==> config.mk <==
export PLATFORM = sky130hd
export DESIGN_NAME = prescaled_timer
export DESIGN_NICKNAME = d
export VERILOG_FILES = /design/src/rtl/ptm_pkg.sv /design/src/rtl/ptm_prescaler.sv /design/src/rtl/ptm_counter.sv /design/src/rtl/ptm_flags.sv /design/src/rtl/prescaled_timer.sv
export SDC_FILE = /design/constraint.sdc
export NUM_CORES = 1
export LEC_CHECK = 0
export ABC_CLOCK_PERIOD_IN_PS = 2900
export CORE_ASPECT_RATIO = 0.5
export CORE_MARGIN = 1
export CORE_UTILIZATION = 64
export DETAILED_ROUTE_END_ITERATION = 7
export DONT_BUFFER_PORTS = 1
export PLACE_DENSITY = 0.83
export SETUP_SLACK_MARGIN = 0.5
export SLEW_MARGIN = 5
export SYNTH_ARGS = -nofsm -noshare
export SYNTH_HDL_FRONTEND = slang
export SYNTH_SLANG_ARGS = --single-unit
==> constraint.sdc <==
create_clock -name clk -period 2.9 [get_ports clk]
set_clock_uncertainty 0.05 [all_clocks]
set_input_delay 0.725 -clock clk [delete_from_list [all_inputs] [get_ports clk]]
set_output_delay 0.725 -clock clk [all_outputs]
set_load 0.1 [all_outputs]
==> src/rtl/ptm_pkg.sv <==
package ptm_pkg;
  parameter int CNT_W   = 16;
  parameter int SEL_W   = 2;
  parameter int PRE_W   = (2 ** SEL_W) - 1;

  typedef enum logic [1:0] {
    M_STOP = 2'd0,
    M_UP   = 2'd1,
    M_CONT = 2'd2,
    M_HALT = 2'd3
  } tmr_mode_e;

  // terminal count of the prescaler for a given divide select
  function automatic logic [PRE_W-1:0] pre_last(input logic [SEL_W-1:0] sel);
    logic [PRE_W:0] ratio;
    ratio = (PRE_W+1)'(1) << sel;
    return PRE_W'(ratio - 1'b1);
  endfunction

  function automatic logic is_running(input tmr_mode_e m);
    return (m == M_UP) || (m == M_CONT);
  endfunction

  // next counter value when a tick advances it
  function automatic logic [CNT_W-1:0] advance(input tmr_mode_e m,
                                               input logic [CNT_W-1:0] cur,
                                               input logic [CNT_W-1:0] lim);
    if (m == M_UP && cur == lim) return '0;
    return cur + 1'b1;
  endfunction
endpackage

==> src/rtl/ptm_prescaler.sv <==
module ptm_prescaler
  import ptm_pkg::*;
(
  input  logic             clk,
  input  logic             rst_n,
  input  logic             run,
  input  logic             clr,
  input  logic [SEL_W-1:0] sel,
  output logic             tick
);
  logic [PRE_W-1:0] pre_q;
  logic             at_last;

  assign at_last = (pre_q == pre_last(sel));
  assign tick    = run && at_last && !clr;

  always_ff @(posedge clk) begin
    if (!rst_n)        pre_q <= '0;
    else if (clr)      pre_q <= '0;
    else if (run)      pre_q <= at_last ? '0 : pre_q + 1'b1;
  end

  a_r4_clear_resets_phase: assert property (@(posedge clk) disable iff (!rst_n)
    clr |=> pre_q == '0);
  a_r10_prescaler_frozen: assert property (@(posedge clk) disable iff (!rst_n)
    (!run && !clr) |=> $stable(pre_q));
endmodule

==> src/rtl/ptm_counter.sv <==
module ptm_counter
  import ptm_pkg::*;
(
  input  logic             clk,
  input  logic             rst_n,
  input  tmr_mode_e        mode,
  input  logic             tick,
  input  logic             clr,
  input  logic             load,
  input  logic [CNT_W-1:0] load_val,
  input  logic [CNT_W-1:0] cmp_val,
  output logic [CNT_W-1:0] cnt,
  output logic             cmp_evt,
  output logic             ovf_evt
);
  logic [CNT_W-1:0] cnt_q;
  logic [CNT_W-1:0] adv_val;
  logic             step;

  assign adv_val = advance(mode, cnt_q, cmp_val);
  assign step    = tick && !clr && !load;
  assign cmp_evt = step && (adv_val == cmp_val);
  assign ovf_evt = step && (mode == M_CONT) && (cnt_q == '1);
  assign cnt     = cnt_q;

  always_ff @(posedge clk) begin
    if (!rst_n)     cnt_q <= '0;
    else if (clr)   cnt_q <= '0;
    else if (load)  cnt_q <= load_val;
    else if (step)  cnt_q <= adv_val;
  end

  a_r5_clear_beats_load: assert property (@(posedge clk) disable iff (!rst_n)
    clr |=> cnt_q == '0);
  a_r5_load_beats_tick: assert property (@(posedge clk) disable iff (!rst_n)
    (load && !clr) |=> cnt_q == $past(load_val));
  a_r6_up_wraps: assert property (@(posedge clk) disable iff (!rst_n)
    (step && mode == M_UP && cnt_q == cmp_val) |=> cnt_q == '0);
  a_r7_cont_wrap: assert property (@(posedge clk) disable iff (!rst_n)
    ovf_evt |=> cnt_q == '0);
  a_r10_counter_frozen: assert property (@(posedge clk) disable iff (!rst_n)
    (!is_running(mode) && !clr && !load) |=> $stable(cnt_q));
endmodule

==> src/rtl/ptm_flags.sv <==
module ptm_flags (
  input  logic clk,
  input  logic rst_n,
  input  logic cmp_evt,
  input  logic ovf_evt,
  input  logic ack,
  input  logic ovf_clr,
  output logic cmp_flag,
  output logic ovf_flag
);
  logic cmp_q, ovf_q;

  always_ff @(posedge clk) begin
    if (!rst_n) begin
      cmp_q <= 1'b0;
      ovf_q <= 1'b0;
    end else begin
      if (cmp_evt)      cmp_q <= 1'b1;
      else if (ack)     cmp_q <= 1'b0;
      if (ovf_evt)      ovf_q <= 1'b1;
      else if (ovf_clr) ovf_q <= 1'b0;
    end
  end

  assign cmp_flag = cmp_q;
  assign ovf_flag = ovf_q;

  a_r8_ack_clears: assert property (@(posedge clk) disable iff (!rst_n)
    (ack && !cmp_evt) |=> !cmp_q);
  a_r8_match_sets: assert property (@(posedge clk) disable iff (!rst_n)
    cmp_evt |=> cmp_q);
  a_r9_ack_keeps_ovf: assert property (@(posedge clk) disable iff (!rst_n)
    (ovf_q && !ovf_clr) |=> ovf_q);
  a_r7_ovf_sets: assert property (@(posedge clk) disable iff (!rst_n)
    ovf_evt |=> ovf_q);
endmodule

==> src/rtl/prescaled_timer.sv <==
module prescaled_timer
  import ptm_pkg::*;
(
  input  logic        clk,
  input  logic        rst_n,
  input  logic        wr_en,
  input  logic [1:0]  wr_addr,
  input  logic [15:0] wr_data,
  input  logic [1:0]  rd_addr,
  output logic [15:0] rd_data,
  input  logic        tmr_clr,
  input  logic        irq_ack,
  output logic        cmp_irq,
  output logic        ovf_irq
);
  localparam logic [1:0] A_CTRL  = 2'd0;
  localparam logic [1:0] A_COUNT = 2'd1;
  localparam logic [1:0] A_CMP   = 2'd2;
  localparam logic [1:0] A_FLAGS = 2'd3;

  tmr_mode_e        mode_q;
  logic [SEL_W-1:0] sel_q;
  logic [CNT_W-1:0] cmp_q;
  logic [CNT_W-1:0] cnt;
  logic             tick, cmp_evt, ovf_evt, run;
  logic             load, ovf_clr;
  logic             unused_bits;

  assign run     = is_running(mode_q);
  assign load    = wr_en && (wr_addr == A_COUNT);
  assign ovf_clr = wr_en && (wr_addr == A_FLAGS) && wr_data[1];
  assign unused_bits = ^{wr_data[15:6], wr_data[3:2], wr_data[0]};

  always_ff @(posedge clk) begin
    if (!rst_n) begin
      mode_q <= M_STOP;
      sel_q  <= '0;
      cmp_q  <= '0;
    end else if (wr_en) begin
      if (wr_addr == A_CTRL) begin
        mode_q <= tmr_mode_e'(wr_data[1:0]);
        sel_q  <= wr_data[4 +: SEL_W];
      end
      if (wr_addr == A_CMP) cmp_q <= wr_data[CNT_W-1:0];
    end
  end

  ptm_prescaler u_pre (
    .clk(clk), .rst_n(rst_n), .run(run), .clr(tmr_clr), .sel(sel_q), .tick(tick)
  );

  ptm_counter u_cnt (
    .clk(clk), .rst_n(rst_n), .mode(mode_q), .tick(tick), .clr(tmr_clr),
    .load(load), .load_val(wr_data[CNT_W-1:0]), .cmp_val(cmp_q),
    .cnt(cnt), .cmp_evt(cmp_evt), .ovf_evt(ovf_evt)
  );

  ptm_flags u_flg (
    .clk(clk), .rst_n(rst_n), .cmp_evt(cmp_evt), .ovf_evt(ovf_evt),
    .ack(irq_ack), .ovf_clr(ovf_clr), .cmp_flag(cmp_irq), .ovf_flag(ovf_irq)
  );

  always_comb begin
    rd_data = '0;
    case (rd_addr)
      A_CTRL:  rd_data = {10'd0, sel_q, 2'b00, mode_q};
      A_COUNT: rd_data = cnt;
      A_CMP:   rd_data = cmp_q;
      default: rd_data = {14'd0, ovf_irq, cmp_irq};
    endcase
  end

  a_r1_stop_after_reset: assert property (@(posedge clk)
    !rst_n |=> (mode_q == M_STOP && cmp_q == '0));
endmodule

==> out/results.ini <==
[worst_setup_path]
end_kind = register
cp-start-kind = register
critPathKind = reg2reg
cp.arrival_ns = 2.67
crit_required_ns = 3.09
crit_path_max_incr_delay_ns = 0.52
path_cells = buf_4 > and3_2 > nand4_4 > or3_1 > a2111oi_2 > o22ai_1 > o21ai_1
crit_buf_inv = 1
reg2reg_from = u_cnt.cnt[5]
reg2reg_slack_ns = 0.42
worstPathMaxFanout = 8
critPathTopFamily = simple AND/OR/NAND/NOR gates
r2r_cells = 7
r2r_end = u_flg.cmp_flag
cp_slowest_cell = dfxtp_1

[clocking]
cts_hold_buf = 0
clk_latency_ns = 0.30
h-tree-depth = 2
cts_tree = yes
clk_pin_slew_ns = 0.09
cts.sinks = 41
cts_root_buf = clkbuf_8
clockBufferDepth = 2
cts_buffers = 5

[route]
wl_um = 10100
via_per_inst = 6.82
drc_errors = 0
drt_iter0_drc = 303
vias = 3177
drtAntennaViolNets = 0
first_pass_iters = 5
wl_per_cell_um = 21.7

[layout]
utilization_pct = 78.0
synthToLayoutAreaGrowth_pct = 13.6
fin_nets = 428
final_common_cell = nand2_1
layout-drive-gt1-share_pct = 19.8
final_cell_mix = nand2_1 (52), nor2_1 (36), dfxtp_1 (33)
n_antenna_cell = 0

[sta]
tightest_slew_ns = 0.787
max_freq_mhz = 403
fin_setup_tns_ns = 0
setup_violations = 0
drv_slew = 0
final.min_clock_period_ns = 2.48
relSlewSlack_pct = 47.4
finalHoldViolCount = 0
rsz0062_at_grt = yes
fin_crit_sh_pct = 85.6

[floorplan]
pin_count = 43
die_w_um = 101
coreArea_um2 = 4530
die_area_um2 = 5160
initial_core_util_pct = 68.6
die_h_um = 51.3
placementRows = 17

[placed_design]
gp_congestion = 1.04
io_buffers = 0
dp_hpwl_um = 7590

[yosys]
synth_ff_type = dfxtp_1
synthMuxAreaShare_pct = 3.38
ys_types = 65
synth_top_family_by_area = simple AND/OR/NAND/NOR gates
syn_nets = 426
synth-edff-count = 0
syn_inst = 397
synth_fa_ha_area_share_pct = 1.61
synth_seq_cells = 41
synthXorXnorAreaFrac_pct = 7.00
syn_avg_cell_area_um2 = 7.83
synthArstFlopShare_pct = 0
synth.cell_area_um2 = 3110
ys_warn_count = 0
synth_compound_area_share_pct = 26.7
yosysSeqAreaShare_pct = 26.4
yosys.area_share.simple_pct = 28.5

[global_route]
grt_max_degree = 26
antenna_found_initial = 0
grtUsageTotal_pct = 41.1
first_global_vias = 2925
grt_first_pass_wirelength_um = 15700
grt-ovfl-total = 0

[hold_path]
worstHoldEndpoint = sel_q[0]
min_path_cells = 1
hp-class = in2reg
hold_start = rst_n

[run_status]
status = finished clean

[power]
pwr_density_cell_nw_per_um2 = 377
ir_worst_vdd_mv = 0.263
leakage_nw = 1.24

[job]
max-cap-violations = 0

cells in the mapped netlist, types with 9 or more instances:
| master | n | area share [%] |
|---|---|---|
| nor2b_1 | 9 | 1.8 |
| nand2b_1 | 9 | 1.8 |
| inv_1 | 10 | 1.2 |
| o21ai_0 | 14 | 2.3 |
| a22o_1 | 13 | 3.7 |
| a21boi_0 | 16 | 3.9 |
| a211oi_1 | 13 | 3.1 |
| buf_2 | 9 | 1.4 |
| xnor2_1 | 16 | 4.5 |
| nand3_1 | 11 | 1.8 |
| clkbuf_1 | 13 | 1.6 |
| nand2_1 | 53 | 6.4 |
| dfxtp_1 | 41 | 26 |
| nor2_1 | 36 | 4.3 |
repair_timing:
action,4_1_cts,5_1_grt
buffers inserted,0,3
gates resized for setup,4,11
pin swaps,1,1
endpoints found under the setup margin,18,16
worst max-delay path by stage:
stage | startpoint | endpoint | depth (start not counted)
2_1_floorplan | rd_addr[0] | rd_data[0] | 2
3_3_place_gp | u_cnt.cnt[0] | u_flg.cmp_flag | 8
3_5_place_dp | u_cnt.cnt[0] | u_flg.cmp_flag | 8
4_1_cts | u_cnt.cnt[0] | u_flg.cmp_flag | 8
5_1_grt | u_cnt.cnt[0] | u_flg.cmp_flag | 8
6_report | u_cnt.cnt[5] | u_flg.cmp_flag | 7
worst reg2reg max path: stages, from the launching register on:
cell	delay, ns
dfxtp_1	0.52
buf_4	0.21
and3_2	0.27
nand4_4	0.19
or3_1	0.47
a2111oi_2	0.43
o22ai_1	0.16
o21ai_1	0.14
per-layer routing:
metal	track usage, %	routed length [um]	share of wire (%)
met4	10.4	199	2.0
met5	0	0	0
met3	12.2	1300	13
met2	63.8	4310	43
met1	55.8	4320	43
registers in the layout, summed over array words and instances (netlist names):
signal	count
cmp_q	16
u_cnt.cnt	16
mode_q	2
u_flg.ovf_flag	1
u_pre.pre_q	3
sel_q	2
u_flg.cmp_flag	1
metrics by stage:
stage | setup WS [ns] | hold slack, ns | power, mW | cells | cell area [um2]
5_1_grt | 0.323 | 0.502 | 1.37 | 466 | 3530
2_1_floorplan | 0.513 | 0.428 | 0.794 | 397 | 3270
6_report | 0.418 | 0.507 | 1.33 | 466 | 3530
3_5_place_dp | 0.267 | 0.494 | 0.835 | 455 | 3340
4_1_cts | 0.327 | 0.503 | 1.32 | 463 | 3470
3_3_place_gp | 0.311 | 0.462 | 0.829 | 455 | 3340
cells by family after synthesis:
| logic type | count (synthesis) |
|---|---|
| buffers and inverters | 40 |
| AND/OR/NAND/NOR | 169 |
| adder cells (fa/ha/maj) | 4 |
| flip-flops | 41 |
| multiplexers | 8 |
| XOR/XNOR | 24 |
| AO/OA/AOI/OAI | 111 |
area by class of cell:
| cell class | instances | area [um2] |
|---|---|---|
| Timing Repair Buffer | 25 | 225 |
| Multi-Input combinational cell | 316 | 2240 |
| Clock inverter | 1 | 30.0 |
| Fill cell | 339 | 998 |
| Clock buffer | 7 | 86.3 |
| Inverter | 10 | 37.5 |
| Tap cell | 66 | 82.6 |
| Sequential cell | 41 | 833 |
report_power, final:
group	switching, mW	leakage (nW)	internal [mW]
clock	0.212	0.0585	0.281
combinational	0.148	0.841	0.0866
sequential	0.0275	0.337	0.578
No activity file was read; power rests on OpenSTA's default activity.
